<file path="src/rtl/twi_nvm_pkg.sv">
package twi_nvm_pkg;
  typedef enum logic [2:0] {
    ST_IDLE, ST_RX, ST_ACK, ST_TX, ST_MACK
  } bus_state_t;

  typedef enum logic [1:0] {
    K_CTRL, K_WADDR, K_WDATA
  } rx_kind_t;

  localparam logic [3:0] CTRL_PREFIX = 4'b1010;
endpackage

</file>
<file path="src/rtl/twi_line_sync.sv">
module twi_line_sync #(
  parameter int WIDTH  = 2,
  parameter int STAGES = 2
) (
  input  logic             clk,
  input  logic             rst,
  input  logic [WIDTH-1:0] raw_i,
  output logic [WIDTH-1:0] sync_o
);
  logic [WIDTH-1:0] chain [STAGES];

  generate
    for (genvar s = 0; s < STAGES; s++) begin : g_stage
      always_ff @(posedge clk) begin
        if (rst) chain[s] <= '1;
        else if (s == 0) chain[s] <= raw_i;
        else chain[s] <= chain[s-1];
      end
    end
  endgenerate

  assign sync_o = chain[STAGES-1];
endmodule

</file>
<file path="src/rtl/twi_cond_detect.sv">
module twi_cond_detect (
  input  logic clk,
  input  logic rst,
  input  logic scl_s,
  input  logic sda_s,
  output logic scl_rise,
  output logic scl_fall,
  output logic start_evt,
  output logic stop_evt
);
  logic scl_d, sda_d;

  always_ff @(posedge clk) begin
    if (rst) begin
      scl_d <= 1'b1;
      sda_d <= 1'b1;
    end else begin
      scl_d <= scl_s;
      sda_d <= sda_s;
    end
  end

  assign scl_rise  = scl_s & ~scl_d;
  assign scl_fall  = ~scl_s & scl_d;
  assign start_evt = scl_s & scl_d & sda_d & ~sda_s;
  assign stop_evt  = scl_s & scl_d & ~sda_d & sda_s;
endmodule

</file>
<file path="src/rtl/twi_nvm_proto.sv">
module twi_nvm_proto
  import twi_nvm_pkg::*;
#(
  parameter int ADDR_W = 10,
  parameter int DATA_W = 8,
  parameter int PAGE_W = 4
) (
  input  logic              clk,
  input  logic              rst,
  input  logic              scl_lvl,
  input  logic              sda_lvl,
  input  logic              scl_rise,
  input  logic              scl_fall,
  input  logic              start_evt,
  input  logic              stop_evt,
  input  logic              strap,
  input  logic              busy,
  input  logic [DATA_W-1:0] rdata,
  output logic              sda_oe,
  output logic              wr_en,
  output logic              rd_en,
  output logic [ADDR_W-1:0] addr_o,
  output logic [DATA_W-1:0] wdata_o
);
  localparam int CNT_W  = $clog2(DATA_W + 1);
  localparam int BANK_W = ADDR_W - DATA_W;

  bus_state_t        st;
  rx_kind_t          kind;
  logic [CNT_W-1:0]  cnt;
  logic [DATA_W-1:0] rx_sh, tx_sh;
  logic [ADDR_W-1:0] addr_q;
  logic [1:0]        rd_wait;
  logic              is_read, m_ack;
  logic              ctrl_ok;

  assign ctrl_ok = (rx_sh[DATA_W-1 -: 4] == CTRL_PREFIX) && (rx_sh[DATA_W-5] == strap);

  always_ff @(posedge clk) begin
    if (rst) begin
      st <= ST_IDLE; kind <= K_CTRL; cnt <= '0;
      rx_sh <= '0; tx_sh <= '0; addr_q <= '0; rd_wait <= '0;
      is_read <= 1'b0; m_ack <= 1'b0; sda_oe <= 1'b0;
      wr_en <= 1'b0; rd_en <= 1'b0; addr_o <= '0; wdata_o <= '0;
    end else begin
      wr_en   <= 1'b0;
      rd_en   <= 1'b0;
      rd_wait <= {rd_wait[0], 1'b0};
      if (rd_wait[1]) tx_sh <= rdata;
      if (busy) begin
        st <= ST_IDLE; sda_oe <= 1'b0;
      end else if (start_evt) begin
        st <= ST_RX; kind <= K_CTRL; cnt <= '0; sda_oe <= 1'b0;
      end else if (stop_evt) begin
        st <= ST_IDLE; sda_oe <= 1'b0;
      end else begin
        case (st)
          ST_RX: begin
            if (scl_rise) begin
              rx_sh <= {rx_sh[DATA_W-2:0], sda_lvl};
              cnt   <= cnt + CNT_W'(1);
            end else if (scl_fall && cnt == CNT_W'(DATA_W)) begin
              cnt <= '0;
              case (kind)
                K_CTRL: begin
                  if (ctrl_ok) begin
                    addr_q[ADDR_W-1 -: BANK_W] <= rx_sh[BANK_W:1];
                    is_read <= rx_sh[0];
                    sda_oe  <= 1'b1;
                    st      <= ST_ACK;
                    if (rx_sh[0]) begin
                      rd_en   <= 1'b1;
                      addr_o  <= {rx_sh[BANK_W:1], addr_q[DATA_W-1:0]};
                      rd_wait <= {rd_wait[0], 1'b1};
                    end
                  end else begin
                    st <= ST_IDLE;
                  end
                end
                K_WADDR: begin
                  addr_q[DATA_W-1:0] <= rx_sh;
                  sda_oe <= 1'b1;
                  st     <= ST_ACK;
                end
                default: begin
                  wr_en   <= 1'b1;
                  addr_o  <= addr_q;
                  wdata_o <= rx_sh;
                  addr_q[PAGE_W-1:0] <= addr_q[PAGE_W-1:0] + PAGE_W'(1);
                  sda_oe  <= 1'b1;
                  st      <= ST_ACK;
                end
              endcase
            end
          end
          ST_ACK: begin
            if (scl_fall) begin
              if (kind == K_CTRL && is_read) begin
                st     <= ST_TX;
                sda_oe <= ~tx_sh[DATA_W-1];
              end else begin
                sda_oe <= 1'b0;
                st     <= ST_RX;
                kind   <= (kind == K_CTRL) ? K_WADDR : K_WDATA;
              end
            end
          end
          ST_TX: begin
            if (scl_rise) begin
              cnt <= cnt + CNT_W'(1);
            end else if (scl_fall) begin
              if (cnt == CNT_W'(DATA_W)) begin
                sda_oe  <= 1'b0;
                st      <= ST_MACK;
                cnt     <= '0;
                addr_q  <= addr_q + ADDR_W'(1);
                addr_o  <= addr_q + ADDR_W'(1);
                rd_en   <= 1'b1;
                rd_wait <= {rd_wait[0], 1'b1};
              end else begin
                tx_sh  <= {tx_sh[DATA_W-2:0], 1'b0};
                sda_oe <= ~tx_sh[DATA_W-2];
              end
            end
          end
          ST_MACK: begin
            if (scl_rise) begin
              m_ack <= ~sda_lvl;
            end else if (scl_fall) begin
              if (m_ack) begin
                st     <= ST_TX;
                sda_oe <= ~tx_sh[DATA_W-1];
              end else begin
                st <= ST_IDLE;
              end
            end
          end
          default: ;
        endcase
      end
    end
  end

  // the line is only ever pulled low while the clock line is low
  a_r7_drive_when_low: assert property (@(posedge clk) disable iff (rst)
    $rose(sda_oe) |-> !scl_lvl);

  // a busy memory silences the bus side on the next cycle
  a_r9_busy_silent: assert property (@(posedge clk) disable iff (rst)
    busy |=> (!sda_oe && !wr_en && !rd_en));

  // one request kind at a time
  a_r5_req_exclusive: assert property (@(posedge clk) disable iff (rst)
    !(wr_en && rd_en));

  // a START releases the data line
  a_r1_start_releases: assert property (@(posedge clk) disable iff (rst)
    start_evt |=> !sda_oe);

  // consecutive writes stay in one page
  a_r6_page_kept: assert property (@(posedge clk) disable iff (rst || start_evt)
    (wr_en && st == ST_ACK) |-> (addr_o[ADDR_W-1:PAGE_W] == addr_q[ADDR_W-1:PAGE_W]));
endmodule

</file>
<file path="src/rtl/twi_nvm_frontend.sv">
module twi_nvm_frontend #(
  parameter int ADDR_W = 10,
  parameter int DATA_W = 8,
  parameter int PAGE_W = 4,
  parameter int SYNC_STAGES = 2
) (
  input  logic              clk,
  input  logic              rst,
  input  logic              scl_in,
  input  logic              sda_in,
  output logic              sda_pull_low,
  input  logic              strap_sel,
  input  logic              mem_busy,
  input  logic [DATA_W-1:0] mem_rdata,
  output logic              mem_wr_en,
  output logic              mem_rd_en,
  output logic [ADDR_W-1:0] mem_addr,
  output logic [DATA_W-1:0] mem_wdata
);
  logic [1:0] lines_s;
  logic scl_rise, scl_fall, start_evt, stop_evt;

  twi_line_sync #(.WIDTH(2), .STAGES(SYNC_STAGES)) u_sync (
    .clk(clk), .rst(rst), .raw_i({scl_in, sda_in}), .sync_o(lines_s)
  );

  twi_cond_detect u_cond (
    .clk(clk), .rst(rst), .scl_s(lines_s[1]), .sda_s(lines_s[0]),
    .scl_rise(scl_rise), .scl_fall(scl_fall),
    .start_evt(start_evt), .stop_evt(stop_evt)
  );

  twi_nvm_proto #(.ADDR_W(ADDR_W), .DATA_W(DATA_W), .PAGE_W(PAGE_W)) u_proto (
    .clk(clk), .rst(rst), .scl_lvl(lines_s[1]), .sda_lvl(lines_s[0]),
    .scl_rise(scl_rise), .scl_fall(scl_fall),
    .start_evt(start_evt), .stop_evt(stop_evt),
    .strap(strap_sel), .busy(mem_busy), .rdata(mem_rdata),
    .sda_oe(sda_pull_low), .wr_en(mem_wr_en), .rd_en(mem_rd_en),
    .addr_o(mem_addr), .wdata_o(mem_wdata)
  );
endmodule

</file>
<file path="config.mk">
export PLATFORM = sky130hd
export DESIGN_NAME = twi_nvm_frontend
export DESIGN_NICKNAME = d
export VERILOG_FILES = /design/src/rtl/twi_nvm_pkg.sv /design/src/rtl/twi_line_sync.sv /design/src/rtl/twi_cond_detect.sv /design/src/rtl/twi_nvm_proto.sv /design/src/rtl/twi_nvm_frontend.sv
export SDC_FILE = /design/constraint.sdc
export NUM_CORES = 1
export LEC_CHECK = 0
export BUFFER_PORTS_ARGS = -buffer_cell sky130_fd_sc_hd__buf_2
export CORE_ASPECT_RATIO = 1.2
export CORE_MARGIN = 4
export CORE_UTILIZATION = 59
export CTS_BUF_LIST = sky130_fd_sc_hd__clkbuf_4 sky130_fd_sc_hd__clkbuf_8 sky130_fd_sc_hd__clkbuf_16
export CTS_CLUSTER_SIZE = 30
export DETAILED_ROUTE_END_ITERATION = 16
export GPL_TIMING_DRIVEN = 0
export PLACE_DENSITY = 0.78
export REMOVE_ABC_BUFFERS = 1
export SYNTH_ARGS = -nofsm -noshare
export SYNTH_HDL_FRONTEND = slang
export SYNTH_SLANG_ARGS = --single-unit
export TNS_END_PERCENT = 20
</file>
<file path="constraint.sdc">
create_clock -name clk -period 2.2 [get_ports clk]
set_input_delay 0.11 -clock clk [delete_from_list [all_inputs] [get_ports clk]]
set_output_delay 0.11 -clock clk [all_outputs]
set_load 0.005 [all_outputs]
</file>
== Word level (Yosys, flattened, before mapping) ==
Memories as Yosys holds them, arrays and structs flattened.
Index checks and enable logic that the tools add are counted.

* Add/subtract/negate cells: 3
* Multiply operators: 0
* Divide/modulo/power cells: 0
* Order comparisons: 0
* Equality and inequality tests: 37
* Shifts and indexed selects: 0
* Muxes and demuxes: 90
* Bitwise gates (word level): 22
* Reduce and logical (&&, ||, !) cells: 27

{| class="wikitable"
|+ Operators by type and width
! cell !! count
|-
| $mux W10 || 9
|-
| $mux W8 || 8
|-
| $pmux W10 S2 || 3
|-
| $mux W1 || 34
|-
| $mux W4 || 8
|-
| $ne A4 B3 Y1 const B || 8
|-
| $reduce_and A10 Y1 || 3
|-
| $mux W3 || 9
|-
| $mux W2 || 13
|-
| $ne A2 B1 Y1 const B || 9
|-
| $reduce_and A9 Y1 || 2
|-
| $pmux W4 S2 || 2
|-
| $reduce_and A5 Y1 || 3
|-
| $ne A2 B2 Y1 const B || 7
|-
| $not A1 Y1 || 13
|-
| $ne A4 B4 Y1 const B || 3
|-
| $pmux W3 S4 || 1
|-
| $reduce_and A12 Y1 || 1
|-
| $reduce_and A11 Y1 || 1
|-
| $add A10 B1 Y10 const B || 1
|-
| $add A4 B1 Y4 const B || 2
|-
| $eq A4 B4 Y1 const B || 2
|-
| $reduce_and A8 Y1 || 1
|-
| $and A1 B1 Y1 || 7
|-
| 20 further kinds || 29
|}

* Bits in registers: 62
* Latch bits: 0
* Bits in writable memories: 4
* Bits in read-only memories: 0
* Bits of input ports: 14
* Output and inout bits: 21
* Word-level logic and storage cells: 200
* Memories kept: 1

{| class="wikitable"
|+ Memory list
! memory !! words !! bits a word !! read ports !! clocked after Yosys merged registers in !! wr ports !! line !! RTL
|-
| u_sync.chain || 2 || 2 || 2 || 0 || 2 || twi_line_sync.sv:10 || <nowiki>logic [WIDTH-1:0] chain [STAGES];</nowiki>
|}

== Longest topological paths before layout ==
Gate-level depths: netlist (run 1).

* Depth in word-level cells: 9
* Gate-level depth with buffers: 8
* Gate-level depth less buffers: 7

== Cells and area by module ==
A second synthesis (run 1) with hierarchy kept.

* Cell total of the unflattened synthesis: 384
* Area total of the unflattened synthesis: 3248.1 um2

{| class="wikitable"
|+ Modules (own cells, without submodules)
! module !! times used !! cells each !! area an instance (um2) !! seq. area each (um2)
|-
| twi_nvm_proto || 1 || 368 || 3057.9 || 1181.1
|-
| twi_line_sync || 1 || 8 || 105.1 || 80.1
|-
| twi_cond_detect || 1 || 8 || 85.1 || 40.0
|}

== Least setup slack after synthesis (run 1) ==
OpenSTA, ideal clock, no wires.

* Kind: reg-to-reg
* Start point: register u_proto.cnt[0]
* End point: register u_proto.addr_o[1]
* Setup time: 0.088 ns
* Arrival: 1.631 ns
* Required time: 2.112 ns
* Setup slack: 0.481 ns
* Cell stages (with the launch flop): 9
* Path buffers: 1
* Period minus slack after synthesis: 1.719 ns
* Path through: dfxtp_1 > inv_1 > ha_1 > nand3b_4 > nor4_4 > a21boi_4 > buf_6 > nor2_2 > a311oi_2

* Word-level cells in the longest chain between the ends: 4
* Elaborated cells on any way between the ends: 5
* Those cells by class: eq/ne (3); reduce/logical (2)

{| class="wikitable"
|+ RTL lines
! what !! line !! RTL
|-
| start: declaration || twi_nvm_proto.sv:30 || <nowiki>logic [CNT_W-1:0] cnt;</nowiki>
|-
| start signal: assignment || twi_nvm_proto.sv:61 || <nowiki>cnt <= cnt + CNT_W'(1);</nowiki>
|-
| start signal: assignment || twi_nvm_proto.sv:110 || <nowiki>cnt <= cnt + CNT_W'(1);</nowiki>
|-
| $eq A4 B4 Y1 * || twi_nvm_proto.sv:62, twi_nvm_proto.sv:112 ||
|-
| $logic_and A1 B1 Y1 || twi_nvm_proto.sv:62 || <nowiki>end else if (scl_fall && cnt == CNT_W'(DATA_W)) begin</nowiki>
|-
| $ne A2 B1 Y1 (no source line) || n/a ||
|-
| $reduce_and A12 Y1 (no source line) * || n/a ||
|-
| end signal: assignment || twi_nvm_proto.sv:73 || <nowiki>addr_o <= {rx_sh[BANK_W:1], addr_q[DATA_W-1:0]};</nowiki>
|-
| end signal: assignment || twi_nvm_proto.sv:87 || <nowiki>addr_o <= addr_q;</nowiki>
|-
| end signal: assignment || twi_nvm_proto.sv:117 || <nowiki>addr_o <= addr_q + ADDR_W'(1);</nowiki>
|-
| end: declaration || twi_nvm_proto.sv:22 || <nowiki>output logic [ADDR_W-1:0] addr_o,</nowiki>
|}

Mark *: on every way between the ends. The rest lies on a longest branch, timed or not.
A chain may end at the register's enable or synchronous reset.

== Final worst setup path (run 1) ==
* Start point: register u_proto.cnt[0]
* End point: register u_proto.addr_o[9]

The elaborated chain is that of the path after synthesis.

==> impl_metrics.csv, run 1 <==
group,metric,value,unit
status,outcome,"complete, no violations",
placed_design,dp_slack,-0.267,ns
worst_setup_path,worst_ep_arrival_time,2.29,ns
clock_tree,clkSinkCount,65,
drt,route.detailed.drc,0,
clock_tree,cts_root_buf,"clkbuf_8",
placed_design,portBuffers,34,
flow_run,cap_violations,0,
timing,setup_violations,0,
floorplanning,pin_count,35,
global_route,grt_pass1_vias,2778,
synth,synth-seq-cells,65,
global_route,use_met1,0.267,
timing,skew,0.00674,ns
worst_setup_path,cp-start-kind,"register",
synth,ys_types,66,
worst_setup_path,cp.required,2.38,ns
clock_tree,clock_latency,0.35,ns
drt,routed_wl,7480,um
final_layout,num_antenna_cells,0,
timing,hold_viol,0,
final_layout,drive_gt1_frac,0.201,
synth,yosys_warnings,0,
final_layout,num-fill-cells,447,
synth,synth_area_leader_cell,"dfxtp_1",
clock_tree,h-tree-depth,3,
worst_setup_path,critical-path-top-delay-family,"simple AND/OR/NAND/NOR gates",
worst_setup_path,critPathBufInv,1,
worst_setup_path,crit_slowest_cell,"nor4_4",
timing,worst_pin_slew,1.13,ns
timing,slew_headroom,0.246,
floorplanning,dieArea,0.00696,mm2
hold_path,hold_path.class,"in -> reg",
placed_design,gp_congestion,0.886,
synth,avgSynthCellArea,8.51,um2
clock_tree,cts_buffer_depth,2,
worst_setup_path,path_class,"reg -> reg",
worst_setup_path,critical_path.endpoint_type,"register",
drt,drt-pass1-iter-count,5,
timing,slew_viol_final,0,
synth,ys.flop_type,"dfxtp_1",
synth,mappedNetlistArea,0.00335,mm2
timing,rsz0062_at_grt,"yes",
global_route,grt_max_degree,61,
drt,dr.first_iter.drc_count,306,
floorplanning,dieWidth,76.8,um
final_layout,final_util,0.699,
synth,synth-edff-count,0,
clock_tree,clkTransAtPathRegs,0.07,ns
synth,yosysSeqAreaShare,0.388,
floorplanning,die_y,90.6,um
final_layout,mostFrequentLayoutCells,"dfxtp_1 (64), nor2_1 (46), nand2_1 (43)",
drt,vias,2959,
floorplanning,start_util,0.620,
global_route,track_usage,0.226,
global_route,grt_pass1_wl,12800,um
clock_tree,cts_tree,"yes",
drt,via_per_inst,6.11,
pwr,irDropWorstVdd,0.482,mV
final_layout,area_delta_synth_final,12.7,%
clock_tree,cts_made_buffers,9,
drt,final_antenna_net_count,0,
final_layout,finalNetCount,434,
floorplanning,rows,29,
final_layout,final_common_cell,"dfxtp_1",
synth,async_flop_share,0,
timing,setup_ws,0.0958,ns
global_route,busiest_layer,"met2",
synth,synth_top_area_frac,0.388,
global_route,use_met3,0.0449,
worst_setup_path,slowest_delay,0.49,ns
global_route,antenna_found_initial,0,
drt,wl_per_cell,15.5,um
floorplanning,core_area,0.00541,mm2
global_route,gr-total-overflow,0,
timing,fmax,475,MHz
synth,syn_inst,394,
placed_design,place_hpwl,4930,um
global_route,grt_use_met2,0.392,
pwr,p_per_area,665,mW/mm2
pwr,p_total,0.00251,W
worst_setup_path,crit_chain,"inv_1 -> ha_2 -> nand3b_4 -> nor4_4 -> a21boi_4 -> nand2b_1 -> a21oi_1",
timing,fin_crit_sh,0.956,
pwr,p_leak,1.44,nW
timing,post-route-min-period,2.10,ns
synth,yosys-top-cells-area,"dfxtp_1 (39%), mux2i_1 (6.3%), nor2_1 (5.1%)",
worst_setup_path,crit_fanout,10,
## per-stage QoR
step	std cells	cell area [um2]	hold WS (ns)	setup TNS, ns
2_1_floorplan	368	3220	0.172	0
3_3_place_gp	464	3470	0.292	-1.66
6_report	484	3780	0.107	0
5_1_grt	484	3780	0.115	-0.0610
4_1_cts	484	3770	0.0954	0
3_5_place_dp	464	3470	0.299	-1.86
## worst paths after layout
kind | endpoint | from | cells past startpoint | slack, ns
worst max-delay path | u_proto.addr_o[9] | u_proto.cnt[0] | 7 | 0.1
worst min-delay path | u_proto.tx_sh[5] | mem_rdata[5] | 3 | 0.11
worst max register to register | u_proto.addr_o[9] | u_proto.cnt[0] | 7 | 0.1
worst min register to register | u_sync.chain[1][1] | u_sync.chain[0][1] | 1 | 0.41
## cells in the mapped netlist, types with 2 or more instances
| cell type | count |
|---|---|
| dfxtp_1 | 65 |
| nor2_1 | 46 |
| nand2_1 | 43 |
| a21oi_1 | 30 |
| mux2i_1 | 21 |
| nand3_1 | 15 |
| o21ai_0 | 15 |
| clkbuf_1 | 14 |
| a211oi_1 | 11 |
| nand2b_1 | 10 |
| or2_2 | 8 |
| a211oi_2 | 7 |
| inv_1 | 7 |
| o31ai_1 | 7 |
| xnor2_1 | 7 |
| buf_2 | 6 |
| nor2b_1 | 4 |
| nor3_1 | 4 |
| and2_1 | 3 |
| and3_1 | 3 |
| buf_6 | 3 |
| ha_1 | 3 |
| nand4_1 | 3 |
| o22ai_1 | 3 |
| xor2_1 | 3 |
| a21boi_4 | 2 |
| a22o_1 | 2 |
| a22oi_1 | 2 |
| a311oi_1 | 2 |
| and4_1 | 2 |
| nand3b_1 | 2 |
| nor2_2 | 2 |
| nor3b_1 | 2 |
| o21a_1 | 2 |
| o21ai_1 | 2 |
| o311ai_0 | 2 |
| or3_1 | 2 |
## power breakdown
group | internal, W | switching [W] | leakage (nW)
registers | 0.00118 | 0.00000686 | 0.525
clock network | 0.000787 | 0.000472 | 0.123
logic | 0.0000247 | 0.0000410 | 0.793
total | 0.00199 | 0.000519 | 1.44
## area by class of cell
| class | count | area, um2 | area share |
|---|---|---|---|
| flip-flops and latches | 65 | 1300 | 0.345 |
| clock buffers | 10 | 138 | 0.0364 |
| repair buffers | 36 | 190 | 0.0503 |
| inverters | 7 | 26.3 | 0.00695 |
| well taps | 62 | 77.6 | 0.0205 |
| multi-input cells | 298 | 1930 | 0.511 |
| clock inverters | 6 | 115 | 0.0305 |
## metal layers
layer,part of all wire,up-vias,wire length (um)
li1,-,1449,-
met1,0.41,1379,3100
met2,0.50,111,3740
met3,0.058,20,437
met4,0.026,0,195
met5,0,-,0
## kinds of logic (layout without fill, tap and decap cells)
kind of cell | after synthesis | count (layout) | share of synthesized area
compound gates | 99 | 100 | 0.212
mux | 22 | 22 | 0.0660
xor+xnor | 10 | 10 | 0.0261
simple gates | 162 | 163 | 0.249
flops | 65 | 65 | 0.388
buf+inv | 33 | 59 | 0.0474
fa+ha+maj | 3 | 3 | 0.0112
## tightest hold or removal path: cells and delay by family
kind | cells | cell delay (ns)
muxes | 1 | 0.12
buffers and inverters | 1 | 0.09
AOI/OAI and AO/OA | 1 | 0.08
## sequential cells by signal, indices dropped and copies added, names as in the netlist, 2 cells and up
name and flops:
u_proto.addr_o 10, u_proto.addr_q 10, u_proto.rx_sh 8, u_proto.tx_sh 8
u_proto.wdata_o 8, u_proto.cnt 4, u_sync.chain 4, u_proto.st 3
u_proto.kind 2
## repair_timing
action / 4_1_cts / 5_1_grt
gates resized for setup: 2 / 4
gates cloned: 2 / 0
endpoints found under the setup margin: 23 / 20
hold endpoints to repair: 2 / 0
pin swaps: 1 / 1
hold buffers: 2 / 0
buffers inserted: 0 / 0
Note: power is estimated with default switching activity, not from simulation.
==> run 2: changes to the inputs <==
--- a/config.mk
+++ b/config.mk
@@ -6,6 +6,7 @@
 export NUM_CORES = 1
 export LEC_CHECK = 0
 export BUFFER_PORTS_ARGS = -buffer_cell sky130_fd_sc_hd__buf_2
+export CAP_MARGIN = 25
 export CORE_ASPECT_RATIO = 1.2
 export CORE_MARGIN = 4
 export CORE_UTILIZATION = 59
@@ -14,7 +15,6 @@
 export DETAILED_ROUTE_END_ITERATION = 16
 export GPL_TIMING_DRIVEN = 0
 export PLACE_DENSITY = 0.78
-export REMOVE_ABC_BUFFERS = 1
 export SYNTH_ARGS = -nofsm -noshare
 export SYNTH_HDL_FRONTEND = slang
 export SYNTH_SLANG_ARGS = --single-unit
==> run 2 against run 1 <==
Effect of this change:
- hold slack hardly changed
- critical path depth is 1 higher
- final cell count is 4.8% higher
- sequential cell count stayed put
- critical endpoint is now u_proto.addr_o[1]
- total power is 9.7% lower
- clock skew is 0.0091 ns higher
==> impl_metrics.csv, run 2 (synthesis gave the netlist of run 1 again) <==
group,metric,value,unit
pwr,p_int,0.00176,W
clock_tree,clkSinkCount,65,
placed_design,portBuffers,33,
worst_setup_path,cp.required,2.46,ns
timing,hold_viol,0,
timing,slew_viol_final,0,
timing,setup_violations,0,
worst_setup_path,crit_path_start,"u_proto.cnt[1]",
clock_tree,cts_root_buf,"clkbuf_8",
worst_setup_path,worst_ep_arrival_time,2.21,ns
timing,fmax,513,MHz
drt,via_per_inst,5.89,
clock_tree,clock_latency,0.35,ns
worst_setup_path,critical_path.endpoint_type,"register",
worst_setup_path,crit_slowest_cell,"nor4_4",
final_layout,num-fill-cells,450,
pwr,p_leak,1.49,nW
floorplanning,dieArea,0.00696,mm2
worst_setup_path,worstReg2RegStart,"u_proto.cnt[1]",
drt,drt-pass1-iter-count,5,
floorplanning,core_area,0.00541,mm2
global_route,use_met3,0.0479,
final_layout,drive_gt1_frac,0.202,
worst_setup_path,timing.rr.end,"u_proto.addr_o[1]",
pwr,irDropWorstVdd,0.597,mV
final_layout,area_delta_synth_final,13.7,%
worst_setup_path,slowest_delay,0.40,ns
drt,route.detailed.drc,0,
pwr,p_sw_frac,0.226,
timing,rsz0062_at_grt,"no",
final_layout,finalNetCount,457,
floorplanning,die_y,90.6,um
hold_path,whs_path_depth,3,
final_layout,reg.largest.list,"u_proto.addr_o: 10 flops, u_proto.addr_q: 10 flops",
global_route,grt_pass1_vias,2849,
global_route,gr-total-overflow,0,
final_layout,mostFrequentLayoutCells,"dfxtp_1 (65), nor2_1 (46), nand2_1 (43)",
pwr,power_switching,0.000513,W
clock_tree,clkTransAtPathRegs,0.08,ns
hold_path,hold_end,"u_proto.tx_sh[4]",
pwr,combPwrFrac,0.035,
timing,tns,0,ns
pwr,seq_power_share,0.521,
timing,skew,0.0158,ns
placed_design,gp_congestion,0.888,
flow_run,cap_violations,0,
final_layout,final_common_cell,"dfxtp_1",
status,outcome,"complete, no violations",
clock_tree,h-tree-depth,3,
timing,hold-worst-slack,0.107,ns
worst_setup_path,path_class,"reg -> reg",
global_route,grt_use_met2,0.395,
worst_setup_path,crit_chain,"inv_1 -> ha_1 -> nand3b_4 -> nor4_4 -> a21boi_4 -> buf_6 -> nor2_2 -> a311oi_2",
timing,slew_headroom,0.524,
timing,fin_crit_sh,0.886,
hold_path,min_from,"mem_rdata[4]",
drt,routed_wl,7670,um
timing,setup_ws,0.251,ns
drt,final_antenna_net_count,0,
worst_setup_path,r2r_cells,8,
global_route,antenna_found_initial,0,
clock_tree,cts_buffer_depth,2,
timing,worst_pin_slew,0.714,ns
placed_design,dp_slack,0.272,ns
drt,vias,2988,
clock_tree,cts_made_buffers,9,
floorplanning,start_util,0.620,
worst_setup_path,crit_fanout,10,
timing,post-route-min-period,1.95,ns
floorplanning,pin_count,35,
synth,syn_nets,411,
global_route,grt_max_degree,12,
worst_setup_path,cp-start-kind,"register",
drt,wl_per_cell,15.1,um
global_route,track_usage,0.228,
worst_setup_path,r2r_slack,0.25,ns
clock_tree,ctsResizeCount,0,
placed_design,place_hpwl,5540,um
floorplanning,rows,29,
pwr,clockPowerShare,0.444,
global_route,busiest_layer,"met2",
global_route,grt_pass1_wl,12900,um
drt,dr.first_iter.drc_count,216,
pwr,p_per_area,595,mW/mm2
global_route,use_met1,0.264,
final_layout,num_antenna_cells,0,
hold_path,hold_path.class,"in -> reg",
clock_tree,cts_tree,"yes",
floorplanning,dieWidth,76.8,um
[run 2: worst max-delay path by stage]
stage                              to  slack (ns)  cells after the start
CTS                 u_proto.addr_o[1]        0.25                      8
global route        u_proto.addr_q[7]        0.05                      7
global placement    u_proto.addr_o[1]        0.28                      8
detailed placement  u_proto.addr_o[1]        0.27                      8
floorplan           u_proto.addr_o[1]        0.48                      8
finish              u_proto.addr_o[1]        0.25                      8
[run 2: area by class of cell]
type	count	area [um2]	area share
multi-input combinational	296	1890	0.497
sequential	65	1300	0.341
timing repair buffer	35	185	0.0486
clock buffer	10	138	0.0361
buffer	26	133	0.0348
tap	62	77.6	0.0203
clock inverter	6	57.6	0.0151
inverter	7	26.3	0.00689
[run 2: per-stage QoR]
| stage | instances | area, um2 | utilization | total power (W) |
|---|---|---|---|---|
| 3_3_place_gp | 489 | 3600 | 0.665 | 0.00128 |
| 3_5_place_dp | 489 | 3600 | 0.665 | 0.00129 |
| 4_1_cts | 507 | 3810 | 0.705 | 0.00228 |
| 6_report | 507 | 3810 | 0.705 | 0.00227 |
| 2_1_floorplan | 394 | 3350 | - | 0.00126 |
| 5_1_grt | 507 | 3810 | 0.705 | 0.00236 |
[run 2: what timing repair did]
action                                 4_1_cts  5_1_grt
endpoints found under the hold margin        2        0
hold buffers                                 2        0
buffers inserted                             0        0
[run 2: power groups by stage]
stage          Combinational, W  Clock [W]  Sequential, W
4_1_cts               0.0000787    0.00102        0.00118
6_report              0.0000792    0.00101        0.00118
3_3_place_gp          0.0000742          0        0.00121
3_5_place_dp          0.0000759          0        0.00121
5_1_grt               0.0000875    0.00109        0.00118
2_1_floorplan         0.0000478          0        0.00121
[run 2: per-layer routing]
layer | part of all wire | vias to the layer above | routed length (um)
li1 | - | 1486 | -
met1 | 0.42 | 1401 | 3220
met2 | 0.51 | 86 | 3890
met3 | 0.049 | 15 | 376
met4 | 0.024 | 0 | 187
met5 | 0 | - | 0
[run 2: critical path, delay by kind of cell (launching register included)]
family,cells,cell delay (ns)
AND/OR/NAND/NOR,3,0.59
adder cells (fa/ha/maj),1,0.19
flip-flops,1,0.33
AO/OA/AOI/OAI,2,0.50
buffers and inverters,2,0.24
==> run 3: changes to the inputs <==
--- a/config.mk
+++ b/config.mk
@@ -14,6 +14,7 @@
 export CTS_CLUSTER_SIZE = 30
 export DETAILED_ROUTE_END_ITERATION = 16
 export GPL_TIMING_DRIVEN = 0
+export MAX_ROUTING_LAYER = met4
 export PLACE_DENSITY = 0.78
 export SYNTH_ARGS = -nofsm -noshare
 export SYNTH_HDL_FRONTEND = slang
==> run 3 against run 2 <==
Effect of this change:
- global-route usage is 1.0 points higher
- total power is 5.0% lower
- non-clock buffer count is the same
- setup slack lost 0.027 ns
- critical path depth is 1 lower
- register-to-register slack lost 0.03 ns
- clock power down 12%
- clock skew is 0.010 ns lower
- sequential share of layout area increased by 0.23 points
==> impl_metrics.csv, run 3 (synthesis gave the netlist of run 1 again) <==
group,metric,value,unit
status,outcome,"complete, no violations",
drt,wl_per_cell,15.1,um
worst_setup_path,crit_slowest_cell,"nor4_4",
global_route,gr-total-overflow,0,
worst_setup_path,slowest_delay,0.40,ns
final_layout,area_delta_synth_final,12.9,%
timing,worst_pin_slew,0.696,ns
final_layout,mostFrequentLayoutCells,"dfxtp_1 (65), nor2_1 (46), nand2_1 (43)",
drt,via_per_inst,5.89,
drt,vias,2981,
floorplanning,core_area,0.00541,mm2
worst_setup_path,crit_fanout,8,
timing,fin_crit_sh,0.898,
final_layout,num_antenna_cells,0,
clock_tree,clkSinkCount,65,
global_route,antenna_found_initial,0,
placed_design,place_hpwl,5590,um
flow_run,cap_violations,0,
clock_tree,postCtsSetupBuffers,0,
global_route,grt_max_degree,11,
final_layout,multi_input_area,0.00189,mm2
timing,rsz0062_at_grt,"no",
final_layout,reg.largest.list,"u_proto.addr_o: 10 flops, u_proto.addr_q: 10 flops",
clock_tree,clkTransAtPathRegs,0.07,ns
timing,slew_headroom,0.536,
worst_setup_path,cp.required,2.40,ns
drt,routed_wl,7650,um
global_route,busiest_layer,"met2",
placed_design,gp_congestion,0.896,
floorplanning,start_util,0.620,
hold_path,hold_path.class,"in -> reg",
global_route,use_met1,0.271,
final_layout,num-fill-cells,433,
final_layout,finalNetCount,457,
timing,setup_violations,0,
floorplanning,rows,29,
worst_setup_path,cp-start-kind,"register",
placed_design,portBuffers,33,
clock_tree,cts_tree,"yes",
worst_setup_path,crit_chain,"inv_1 -> ha_1 -> nand3b_4 -> nor4_4 -> o21ai_0 -> o21ai_0 -> a21oi_1",
final_layout,seq_area,0.00130,mm2
clock_tree,cts_buffer_depth,2,
clock_tree,ctsResizeCount,0,
timing,hold_viol,0,
clock_tree,cts_root_buf,"clkbuf_8",
worst_setup_path,critical-path-top-delay-family,"compound AO/OA/AOI/OAI gates",
pwr,irDropWorstVdd,0.399,mV
global_route,grt_use_met2,0.402,
pwr,p_leak,1.47,nW
floorplanning,die_y,90.6,um
drt,dr.first_iter.drc_count,227,
pwr,p_per_area,569,mW/mm2
clock_tree,clock_latency,0.34,ns
timing,tns,0,ns
floorplanning,pin_count,35,
worst_setup_path,critPathBufInv,1,
global_route,grt_pass1_wl,13000,um
final_layout,drive_gt1_frac,0.200,
timing,fmax,506,MHz
drt,route.detailed.drc,0,
timing,post-route-min-period,1.98,ns
floorplanning,dieWidth,76.8,um
clock_tree,cts_made_buffers,9,
timing,slew_viol_final,0,
synth,syn_nets,411,
floorplanning,dieArea,0.00696,mm2
global_route,track_usage,0.239,
drt,final_antenna_net_count,0,
worst_setup_path,path_class,"reg -> reg",
final_layout,final_common_cell,"dfxtp_1",
drt,drt-pass1-iter-count,7,
timing,skew,0.00550,ns
worst_setup_path,critical_path.endpoint_type,"register",
worst_setup_path,cpMostUsedCell,"o21ai_0",
global_route,use_met3,0.0579,
worst_setup_path,worst_ep_arrival_time,2.18,ns
pwr,p_total,0.00216,W
global_route,grt_pass1_vias,2804,
clock_tree,h-tree-depth,3,
==> run 3: cell types whose count changed in the layout (fill, tap and decap cells not counted), sizes merged <==
cell    before  now
bufinv       1    0
clkbuf      25   27
clkinv       4    2
==> run 3: worst min-delay path: cells and delay by family <==
| kind | cells | cell delay, ns |
|---|---|---|
| multiplexers | 1 | 0.12 |
| buffers and inverters | 1 | 0.10 |
| AO/OA/AOI/OAI | 1 | 0.08 |
==> run 3: where the power goes <==
part / internal, W / switching, W / total, W
combinational: 0.0000290 / 0.0000494 / 0.0000784
clock: 0.000455 / 0.000439 / 0.000893
sequential: 0.00118 / 0.00000191 / 0.00118
total: 0.00166 / 0.000490 / 0.00216
==> run 3: through the flow <==
step / instances / setup WS, ns / cell area, um2 / hold WS (ns) / util
after floorplan: 394 / 0.481 / 3350 / 0.214 / -
after global placement: 489 / 0.272 / 3600 / 0.292 / 0.665
after detailed placement: 489 / 0.271 / 3600 / 0.297 / 0.665
after CTS: 506 / 0.244 / 3790 / 0.109 / 0.701
after global routing: 506 / 0.0209 / 3790 / 0.122 / 0.701
final: 506 / 0.224 / 3790 / 0.118 / 0.701
==> run 3: repair_timing <==
item	4_1_cts	5_1_grt
hold buffers	2	0
setup endpoints to repair	0	0
hold endpoints to repair	2	0
==> run 3: path summary, 6_finish.rpt <==
path,start,to,slack [ns],depth (start not counted)
max reg2reg,u_proto.cnt[0],u_proto.addr_q[5],0.22,7
min,mem_rdata[7],u_proto.tx_sh[7],0.12,3
max,u_proto.cnt[0],u_proto.addr_q[5],0.22,7
min reg2reg,u_sync.chain[0][1],u_sync.chain[1][1],0.41,1
==> run 3: cell type report <==
| class | instances | area share |
|---|---|---|
| multi-input combinational | 296 | 0.500 |
| inverter | 7 | 0.00694 |
| sequential | 65 | 0.344 |
| tap | 62 | 0.0205 |
| timing repair buffer | 35 | 0.0489 |
| clock inverter | 3 | 0.00463 |
| clock buffer | 12 | 0.0403 |
| buffer | 26 | 0.0350 |
==> run 3: per-layer routing <==
layer  vias to the layer above  share of wire
met1                      1405           0.43
li1                       1487              -
met4                         0          0.019
met5                         -              0
met3                        13          0.044
met2                        76           0.51
